## src/rtl/shortio_pkg.sv

```systemverilog
package shortio_pkg;
  localparam int unsigned NCH      = 4;
  localparam int unsigned LANES    = 2;
  localparam int unsigned AM_W     = 6;
  localparam int unsigned WIN_W    = 6;
  localparam int unsigned OFS_W    = 10;
  localparam logic [AM_W-1:0] AM_SUPER = 6'h2D;
  localparam logic [AM_W-1:0] AM_USER  = 6'h29;
  localparam logic [OFS_W-1:0] REG_BASE = 10'h088;

  typedef enum logic {
    CYC_IDLE = 1'b0,
    CYC_ACK  = 1'b1
  } cyc_state_e;
endpackage

```

## src/rtl/shortio_sync.sv

```systemverilog
module shortio_sync #(
  parameter int unsigned WIDTH  = 8,
  parameter int unsigned STAGES = 2,
  parameter logic [WIDTH-1:0] RST_VAL = '1
) (
  input  logic             clk,
  input  logic             rst_n,
  input  logic [WIDTH-1:0] d,
  output logic [WIDTH-1:0] q
);
  logic [WIDTH-1:0] stage_q [STAGES];

  genvar s;
  generate
    for (s = 0; s < STAGES; s++) begin : g_stage
      always_ff @(posedge clk or negedge rst_n) begin
        if (!rst_n) begin
          stage_q[s] <= RST_VAL;
        end else if (s == 0) begin
          stage_q[s] <= d;
        end else begin
          stage_q[s] <= stage_q[(s == 0) ? 0 : s-1];
        end
      end
    end
  endgenerate

  assign q = stage_q[STAGES-1];
endmodule

```

## src/rtl/shortio_decode.sv

```systemverilog
module shortio_decode
  import shortio_pkg::*;
#(
  parameter int unsigned CH_W = $clog2(NCH)
) (
  input  logic [WIN_W-1:0] base_sel,
  input  logic             priv_only,
  input  logic             as_n,
  input  logic [LANES-1:0] ds_n,
  input  logic             iack_n,
  input  logic             lword_n,
  input  logic [AM_W-1:0]  am,
  input  logic [15:1]      addr,
  output logic             claim,
  output logic             reg_hit,
  output logic [CH_W-1:0]  chan
);
  localparam int unsigned CLUSTER_LSB = CH_W + 1;

  logic win_hit;
  logic am_ok;
  logic strobes;

  always_comb begin
    win_hit = (addr[15:OFS_W] == base_sel);
    am_ok   = (am == AM_SUPER) || (!priv_only && (am == AM_USER));
    strobes = !as_n && (ds_n != '1);
    claim   = strobes && win_hit && am_ok && iack_n && lword_n;
    reg_hit = (addr[OFS_W-1:CLUSTER_LSB] == REG_BASE[OFS_W-1:CLUSTER_LSB]);
    chan    = addr[CH_W:1];
  end
endmodule

```

## src/rtl/shortio_cycle.sv

```systemverilog
module shortio_cycle
  import shortio_pkg::*;
#(
  parameter int unsigned DW   = 16,
  parameter int unsigned CH_W = $clog2(NCH)
) (
  input  logic                 clk,
  input  logic                 rst_n,
  input  logic                 claim,
  input  logic                 reg_hit,
  input  logic [CH_W-1:0]      chan,
  input  logic                 write_n,
  input  logic [LANES-1:0]     ds_n,
  input  logic [DW-1:0]        data_in,
  output logic                 dtack_oe_n,
  output logic [NCH*LANES-1:0] lane_we,
  output logic [DW-1:0]        wr_data
);
  cyc_state_e           state_q, state_d;
  logic [NCH*LANES-1:0] we_q, we_d, lane_mask;
  logic [DW-1:0]        data_q;
  logic                 data_en;

  genvar c, l;
  generate
    for (c = 0; c < NCH; c++) begin : g_ch
      for (l = 0; l < LANES; l++) begin : g_lane
        assign lane_mask[c*LANES+l] = (chan == CH_W'(c)) && !ds_n[l];
      end
    end
  endgenerate

  always_comb begin
    state_d = state_q;
    we_d    = '0;
    data_en = 1'b0;
    unique case (state_q)
      CYC_IDLE: begin
        if (claim) begin
          state_d = CYC_ACK;
          if (!write_n && reg_hit) begin
            we_d    = lane_mask;
            data_en = 1'b1;
          end
        end
      end
      CYC_ACK: begin
        if (ds_n == '1) begin
          state_d = CYC_IDLE;
        end
      end
      default: state_d = CYC_IDLE;
    endcase
  end

  always_ff @(posedge clk or negedge rst_n) begin
    if (!rst_n) begin
      state_q <= CYC_IDLE;
      we_q    <= '0;
    end else begin
      state_q <= state_d;
      we_q    <= we_d;
    end
  end

  always_ff @(posedge clk or negedge rst_n) begin
    if (!rst_n) begin
      data_q <= '0;
    end else if (data_en) begin
      data_q <= data_in;
    end
  end

  assign dtack_oe_n = (state_q != CYC_ACK);
  assign lane_we    = we_q;
  assign wr_data    = data_q;
endmodule

```

## src/rtl/shortio_slave.sv

```systemverilog
module shortio_slave
  import shortio_pkg::*;
#(
  parameter int unsigned DW        = 16,
  parameter int unsigned SYNC_DEPTH = 2
) (
  input  logic                 clk,
  input  logic                 rst_n,
  input  logic [WIN_W-1:0]     base_sel,
  input  logic                 priv_only,
  input  logic                 as_n,
  input  logic [LANES-1:0]     ds_n,
  input  logic                 write_n,
  input  logic                 iack_n,
  input  logic                 lword_n,
  input  logic [AM_W-1:0]      am,
  input  logic [15:1]          addr_i,
  input  logic [DW-1:0]        data_in,
  output logic                 dtack_oe_n,
  output logic [NCH*LANES-1:0] lane_we,
  output logic [DW-1:0]        wr_data
);
  localparam int unsigned CH_W   = $clog2(NCH);
  localparam int unsigned CTRL_W = 1 + LANES + 3;
  localparam int unsigned BUS_W  = CTRL_W + AM_W + 15;

  logic [BUS_W-1:0]   bus_raw, bus_s;
  logic               as_s, write_s, iack_s, lword_s;
  logic [LANES-1:0]   ds_s;
  logic [AM_W-1:0]    am_s;
  logic [15:1]        addr_s;
  logic               claim, reg_hit;
  logic [CH_W-1:0]    chan;

  assign bus_raw = {as_n, ds_n, write_n, iack_n, lword_n, am, addr_i};

  shortio_sync #(
    .WIDTH  (BUS_W),
    .STAGES (SYNC_DEPTH),
    .RST_VAL({{CTRL_W{1'b1}}, {(AM_W+15){1'b0}}})
  ) u_sync (
    .clk  (clk),
    .rst_n(rst_n),
    .d    (bus_raw),
    .q    (bus_s)
  );

  assign {as_s, ds_s, write_s, iack_s, lword_s, am_s, addr_s} = bus_s;

  shortio_decode #(.CH_W(CH_W)) u_dec (
    .base_sel (base_sel),
    .priv_only(priv_only),
    .as_n     (as_s),
    .ds_n     (ds_s),
    .iack_n   (iack_s),
    .lword_n  (lword_s),
    .am       (am_s),
    .addr     (addr_s),
    .claim    (claim),
    .reg_hit  (reg_hit),
    .chan     (chan)
  );

  shortio_cycle #(.DW(DW), .CH_W(CH_W)) u_cyc (
    .clk       (clk),
    .rst_n     (rst_n),
    .claim     (claim),
    .reg_hit   (reg_hit),
    .chan      (chan),
    .write_n   (write_s),
    .ds_n      (ds_s),
    .data_in   (data_in),
    .dtack_oe_n(dtack_oe_n),
    .lane_we   (lane_we),
    .wr_data   (wr_data)
  );
endmodule

```

## config.mk

```make
export PLATFORM = sky130hd
export DESIGN_NAME = shortio_slave
export DESIGN_NICKNAME = d
export VERILOG_FILES = /design/src/rtl/shortio_pkg.sv /design/src/rtl/shortio_sync.sv /design/src/rtl/shortio_decode.sv /design/src/rtl/shortio_cycle.sv /design/src/rtl/shortio_slave.sv
export SDC_FILE = /design/constraint.sdc
export NUM_CORES = 1
export LEC_CHECK = 0
export ABC_AREA = 1
export ABC_CLOCK_PERIOD_IN_PS = 3200
export BUFFER_PORTS_ARGS = -buffer_cell sky130_fd_sc_hd__buf_2
export CAP_MARGIN = 20
export CELL_PAD_IN_SITES_DETAIL_PLACEMENT = 2
export CELL_PAD_IN_SITES_GLOBAL_PLACEMENT = 2
export CORE_MARGIN = 10
export CORE_UTILIZATION = 35
export CTS_CLUSTER_DIAMETER = 30
export CTS_CLUSTER_SIZE = 28
export DETAILED_ROUTE_END_ITERATION = 16
export PLACE_DENSITY = 0.93
export SLEW_MARGIN = 20
export SYNTH_ARGS = -nofsm -noshare
export SYNTH_HDL_FRONTEND = slang
export SYNTH_HIERARCHICAL = 1
export SYNTH_SLANG_ARGS = --single-unit
```

## constraint.sdc

```tcl
create_clock -name clk -period 3.2 [get_ports clk]
set_input_delay 0.16 -clock clk [delete_from_list [all_inputs] [get_ports clk]]
set_output_delay 0.16 -clock clk [all_outputs]
set_load 0.03 [all_outputs]
```

==> impl_metrics.tcl, run 1 <==
set metrics [dict create \
    status "complete, no violations" \
    maxSlewViolCount 0 \
    fin_crit_sh_pct 65.0 \
    clk_path_buf_depth 2 \
    cts_max_level 3 \
    dieHeight_um 109 \
    seq_area_frac_synth_pct 72.2 \
    cts_made_buffers 9 \
    yosysTopAreaCellShare_pct 60.8 \
    crit_family "simple AND/OR/NAND/NOR gates" \
    grt_pass1_wl_um 11200 \
    ys_ff_latch 79 \
    detail-route-antenna-nets 0 \
    place.gp.congestion 0.692 \
    coreArea_mm2 0.00769 \
    grt_pass1_vias 2237 \
    die_x_um 109 \
    crit_path_max_fanout 19 \
    vias_per_cell 4.36 \
    hold_viol_final 0 \
    dp_hpwl_um 4700 \
    fmax_mhz 481 \
    diodes 0 \
    overflow 0 \
    start_kind "flop" \
    timing.slew.headroom_pct 35.4 \
    setup_viol 0 \
    port_buffers 76 \
    antenna_found_initial 0 \
    yosys.area.top_type "dfrtp_1" \
    finish.net_count 365 \
    grt_use_total_pct 12.4 \
    powerDensity_mw_per_mm2 522 \
    skew_ps 7.61 \
    rr_worst_depth 9 \
    cts_resized 0 \
    syn-cell-area_mm2 0.00276 \
    ir_worst_vdd_v 0.000271 \
    drt-initial-drc-count 50 \
    arrival_ps 2310 \
    max_stage_delay_ps 520 \
    clkLatencyLatePin_ps 340 \
    row_count 32 \
    crit_type "reg -> reg" \
    ctsRootBufferMaster "clkbuf_8" \
    path_depth 9 \
    drc_errors 0 \
    worstPathCellList "nand2_1, nor3b_1, nand3_1, nor2_1, inv_1, nor2_4, nand2_4, nand2_1, nand2_1" \
    final.fill_count 814 \
    ios 77 \
    netlist_instances 230 \
    total_power_mw 1.82 \
    min_path_type "in -> reg" \
    rsz0062_at_grt "false" \
    initial_core_util_pct 35.9 \
    layout-drive-gt1-share_pct 34.0 \
    syn_area_per_cell_um2 12.0 \
    drt_first_pass_iters 4 \
    cts_num_sinks 79 \
    synth_warnings 6 \
    critPathSlowestCell "dfstp_2" \
    critical_path.most_common_cell "nand2_1" \
    num_vias 1831 \
    crit_buf_inv 1 \
    ys_types 18 \
    die-area_mm2 0.0118 \
    tns_ps 0 \
    grt_max_degree 80 \
    area_growth_pct 26.3 \
    maxCapViolations 0 \
    min_period_ps 2080 \
    worstPathRequired_ps 3430 \
    end_kind "flop" \
    synth_nets 282 \
    wl_um 6890 \
    path_clk_slew_ps 80 \
    whs_path_depth 3 \
    synth_area_leaders "dfrtp_1, dfstp_2, buf_4, nand2_1, nand3_1" \
    tritoncts "built" \
    wire_per_inst_um 16.4 \
    worstMarginPinSlew_ps 970 \
    leakagePower_nw 1.86 \
]
[through the flow]
step / hold WS, ps / utilization [%] / cells / cell area, um2 / setup WS [ps]
after floorplan: -136 / - / 230 / 2760 / 1540
after global placement: 265 / 39.3 / 376 / 3020 / 1270
after detailed placement: 266 / 39.3 / 376 / 3020 / 1170
after CTS: 30.1 / 45.3 / 420 / 3480 / 1070
after global routing: 39.6 / 45.3 / 420 / 3480 / 887
final: 45.8 / 45.3 / 420 / 3480 / 1120
[power breakdown]
group / switching (mW) / leakage, nW / total, mW / internal [mW]
Combinational: 0.0477 / 0.808 / 0.0997 / 0.0520
Clock: 0.377 / 0.0866 / 0.667 / 0.289
Sequential: 0.0132 / 0.965 / 1.05 / 1.04
[cell families after synthesis]
kind of cell | Yosys count | share of synthesized area [%]
simple gates | 96 | 15.5
flops | 79 | 72.2
buf+inv | 52 | 11.6
compound gates | 2 | 0.363
xor+xnor | 1 | 0.318
[final timing paths]
path | start | endpoint | slack, ps
setup / recovery | u_sync/q[22] | u_cyc/wr_data[1] | 1120
hold / removal | data_in[7] | u_cyc/wr_data[7] | 50
setup reg to reg | u_sync/q[22] | u_cyc/wr_data[1] | 1120
hold reg to reg | u_sync/stage_q[36] | u_sync/q[9] | 350
max in group asynchronous | rst_n | u_cyc/lane_we[2] | 2060
min in group asynchronous | rst_n | u_sync/q[13] | 520
[cell type report]
cell class / instances / area [um2] / share of cell area [%]
flip-flops and latches: 79 / 1990 / 57.2
clock inverters: 7 / 55.1 / 1.58
inverters: 20 / 75.1 / 2.16
repair buffers: 104 / 663 / 19.0
clock buffers: 9 / 124 / 3.56
multi-input cells: 99 / 447 / 12.8
well taps: 102 / 128 / 3.66
[worst register-to-register path, stage by stage (launching register included)]
cell,delay (ps)
dfstp_2,520
nand2_1,60
nor3b_1,190
nand3_1,100
nor2_1,150
inv_1,90
nor2_4,420
nand2_4,240
nand2_1,130
nand2_1,70
[timing repair]
item | CTS | global route
hold buffers | 28 | 0
buffers inserted | 0 | 0
endpoints found under the setup margin | 0 | 0
hold endpoints to repair | 49 | 0
[registers in the layout, indices dropped and copies added, names as in the netlist]
name,flops
u_cyc/state_q,1
u_sync/stage_q,27
u_cyc/lane_we,8
u_sync/q,27
u_cyc/wr_data,16
[synthesized netlist by cell type, drive strengths merged]
master and count:
nand3 21, dfstp 12, nand2 57, dfrtp 67
o21ai 2, inv 20, buf 32, nor4 1
nor2 15, nor3b 1, xnor2 1, nor3 1
[routing by layer]
metal | global-route usage (%) | routed length (um)
met3 | 5.60 | 504
met1 | 11.9 | 2310
met4 | 3.11 | 60
met2 | 23.6 | 4010
met5 | 0 | 0
[placed cells by master, fill, tap and decap left out]
cell           synthesis  layout
buf_2                  1      75
dfrtp_1               67      67
nand2_1               56      56
dlygate4sd3_1          0      28
nand3_1               21      21
inv_1                 20      20
nor2_1                12      12
dfstp_2               12      12
clkbuf_8               0       9
inv_6                  0       3
clkinvlp_4             0       2
o21ai_0                2       2
clkinv_2               0       1
clkinv_4               0       1
buf_4                 29       1
nor2_8                 1       1
nor2_4                 1       1
nand2_4                1       1
nor3b_1                1       1
nor3_1                 1       1
xnor2_1                1       1
nor2_2                 1       1
nor4_1                 1       1
(Power assumes the default switching activity.)
==> run 2: changes to the inputs <==
- ABC_CLOCK_PERIOD_IN_PS: 3200 -> 2140
- CORE_UTILIZATION: 35 -> 32
- PLACE_DENSITY: 0.93 -> 0.87
- clock period: 3.2 -> 2.14 ns (I/O delays scaled with it)
==> impl_metrics.tcl, run 2 (same netlist as run 1, synthesis figures left out) <==
set metrics [dict create \
    status "complete, no violations" \
    place.gp.congestion 0.650 \
    start_kind "flop" \
    finalNonFillerCells 434 \
    place_ws_ps 388 \
    min_path_type "in -> reg" \
    detail-route-antenna-nets 0 \
    fmax_mhz 574 \
    layout_setup_ws_ps 397 \
    num_vias 1863 \
    wl_um 6900 \
    max_stage_delay_ps 530 \
    worstMarginPinSlew_ps 957 \
    drc_errors 0 \
    row_count 33 \
    total_power_mw 2.99 \
    tritoncts "built" \
    tns_ps 0 \
    crit_path_max_fanout 15 \
    vias_per_cell 4.29 \
    port_buffers 76 \
    drt-initial-drc-count 53 \
    cts_max_level 3 \
    end_kind "flop" \
    cts_num_sinks 79 \
    critPathSlowestCell "dfstp_2" \
    diodes 0 \
    maxCapViolations 0 \
    cts_made_buffers 9 \
    rsz0062_at_grt "false" \
    hold_buffers 38 \
    powerDensity_mw_per_mm2 821 \
    grt_max_degree 80 \
    grtUsageMet2_pct 22.0 \
    antenna_found_initial 0 \
    wire_per_inst_um 15.9 \
    path_clk_slew_ps 90 \
    maxSlewViolCount 0 \
    hp-start "data_in[9]" \
    gr-usage-met3_pct 4.38 \
    crit_type "reg -> reg" \
    finish.net_count 376 \
    setup_viol 0 \
    r2r_start "u_sync/q[22]" \
    crit_family "simple AND/OR/NAND/NOR gates" \
    dp_hpwl_um 4500 \
    drt_first_pass_iters 4 \
    worstPathCellList "nand2_1, nor3b_1, nand3_1, nor2_1, inv_1, nor2_4, buf_4, nand3_1, nand2_1" \
    final.fill_count 858 \
    crit_path_start "u_sync/q[22]" \
    skew_ps 12.2 \
    min_period_ps 1740 \
    dieHeight_um 113 \
    area_growth_pct 32.2 \
    initial_core_util_pct 33.2 \
    grt_pass1_vias 2209 \
    ios 77 \
    leakagePower_nw 1.93 \
    grt_use_total_pct 11.5 \
    crit_buf_inv 2 \
    fin_crit_sh_pct 81.4 \
    hold_viol_final 0 \
    arrival_ps 2020 \
    layout_common_cells "buf_2, dfrtp_1, nand2_1" \
    ctsRootBufferMaster "clkbuf_8" \
    clkLatencyLatePin_ps 340 \
    overflow 0 \
    coreArea_mm2 0.00830 \
    busiest_layer "met2" \
    clk_path_buf_depth 2 \
    final_common_cell "buf_2" \
    grt.met1_usage_pct 11.3 \
    dp_cells 380 \
    cts_resized 0 \
    worstPathRequired_ps 2410 \
    die-area_mm2 0.0127 \
    cts_setup_buffers 0 \
    grt_pass1_wl_um 11700 \
    timing.slew.headroom_pct 36.2 \
    die_x_um 113 \
    ir_worst_vdd_v 0.000438 \
    layout-drive-gt1-share_pct 32.8 \
]
## run 2: cell count changes in the layout (fill, tap and decap cells not counted)
cell | previous run | this run
inv_6 | 3 | 1
clkinvlp_4 | 2 | 1
clkbuf_8 | 9 | 11
dlygate4sd3_1 | 28 | 38
clkinv_4 | 1 | 0
bufinv_16 | 0 | 2
clkinv_2 | 1 | 0
buf_4 | 1 | 2
clkbuf_1 | 0 | 1
## run 2: final cells by class
cell class,count,area (um2),share of cell area (%)
sequential,79,1990,54.6
timing repair buffer,115,771,21.1
multi-input combinational,99,447,12.2
clock buffer,12,155,4.25
tap,105,131,3.60
clock inverter,4,76.3,2.09
inverter,20,75.1,2.06
## run 2: power breakdown
part	internal (mW)	switching (mW)	total, mW
Clock	0.726	0.533	1.26
Sequential	1.55	0.0201	1.57
Combinational	0.0895	0.0722	0.162
Total	2.37	0.626	2.99
## run 2: worst reg2reg max path: stages (launching register included)
cell and delay (ps):
dfstp_2 530, nand2_1 50, nor3b_1 180, nand3_1 90, nor2_1 110, inv_1 80, nor2_4 150, buf_4 250
nand3_1 130, nand2_1 100
## run 2: path summary, 6_finish.rpt
kind                                 endpoint  slack, ps  cells past startpoint
max in group asynchronous  u_sync/stage_q[44]       1030                      2
min in group asynchronous  u_sync/stage_q[46]        470                      2
setup / recovery             u_cyc/wr_data[4]        400                      9
setup reg to reg             u_cyc/wr_data[4]        400                      9
hold reg to reg                  u_sync/q[22]        350                      0
hold / removal               u_cyc/wr_data[9]         20                      3
## run 2: routing by layer
| metal | part of all wire (%) | routed length [um] | up-vias |
|---|---|---|---|
| met5 | 0 | 0 | - |
| met4 | 0.88 | 61 | 0 |
| met3 | 6.1 | 419 | 6 |
| met2 | 57 | 3950 | 50 |
| met1 | 36 | 2470 | 950 |
| li1 | - | - | 857 |
## run 2: metrics by stage
stage	util, %	hold slack [ps]	cell area, um2
final	43.9	18.7	3650
after global routing	43.9	14.9	3650
after CTS	43.9	0.831	3650
after detailed placement	36.6	215	3040
after global placement	36.6	213	3040
after floorplan	-	-189	2760
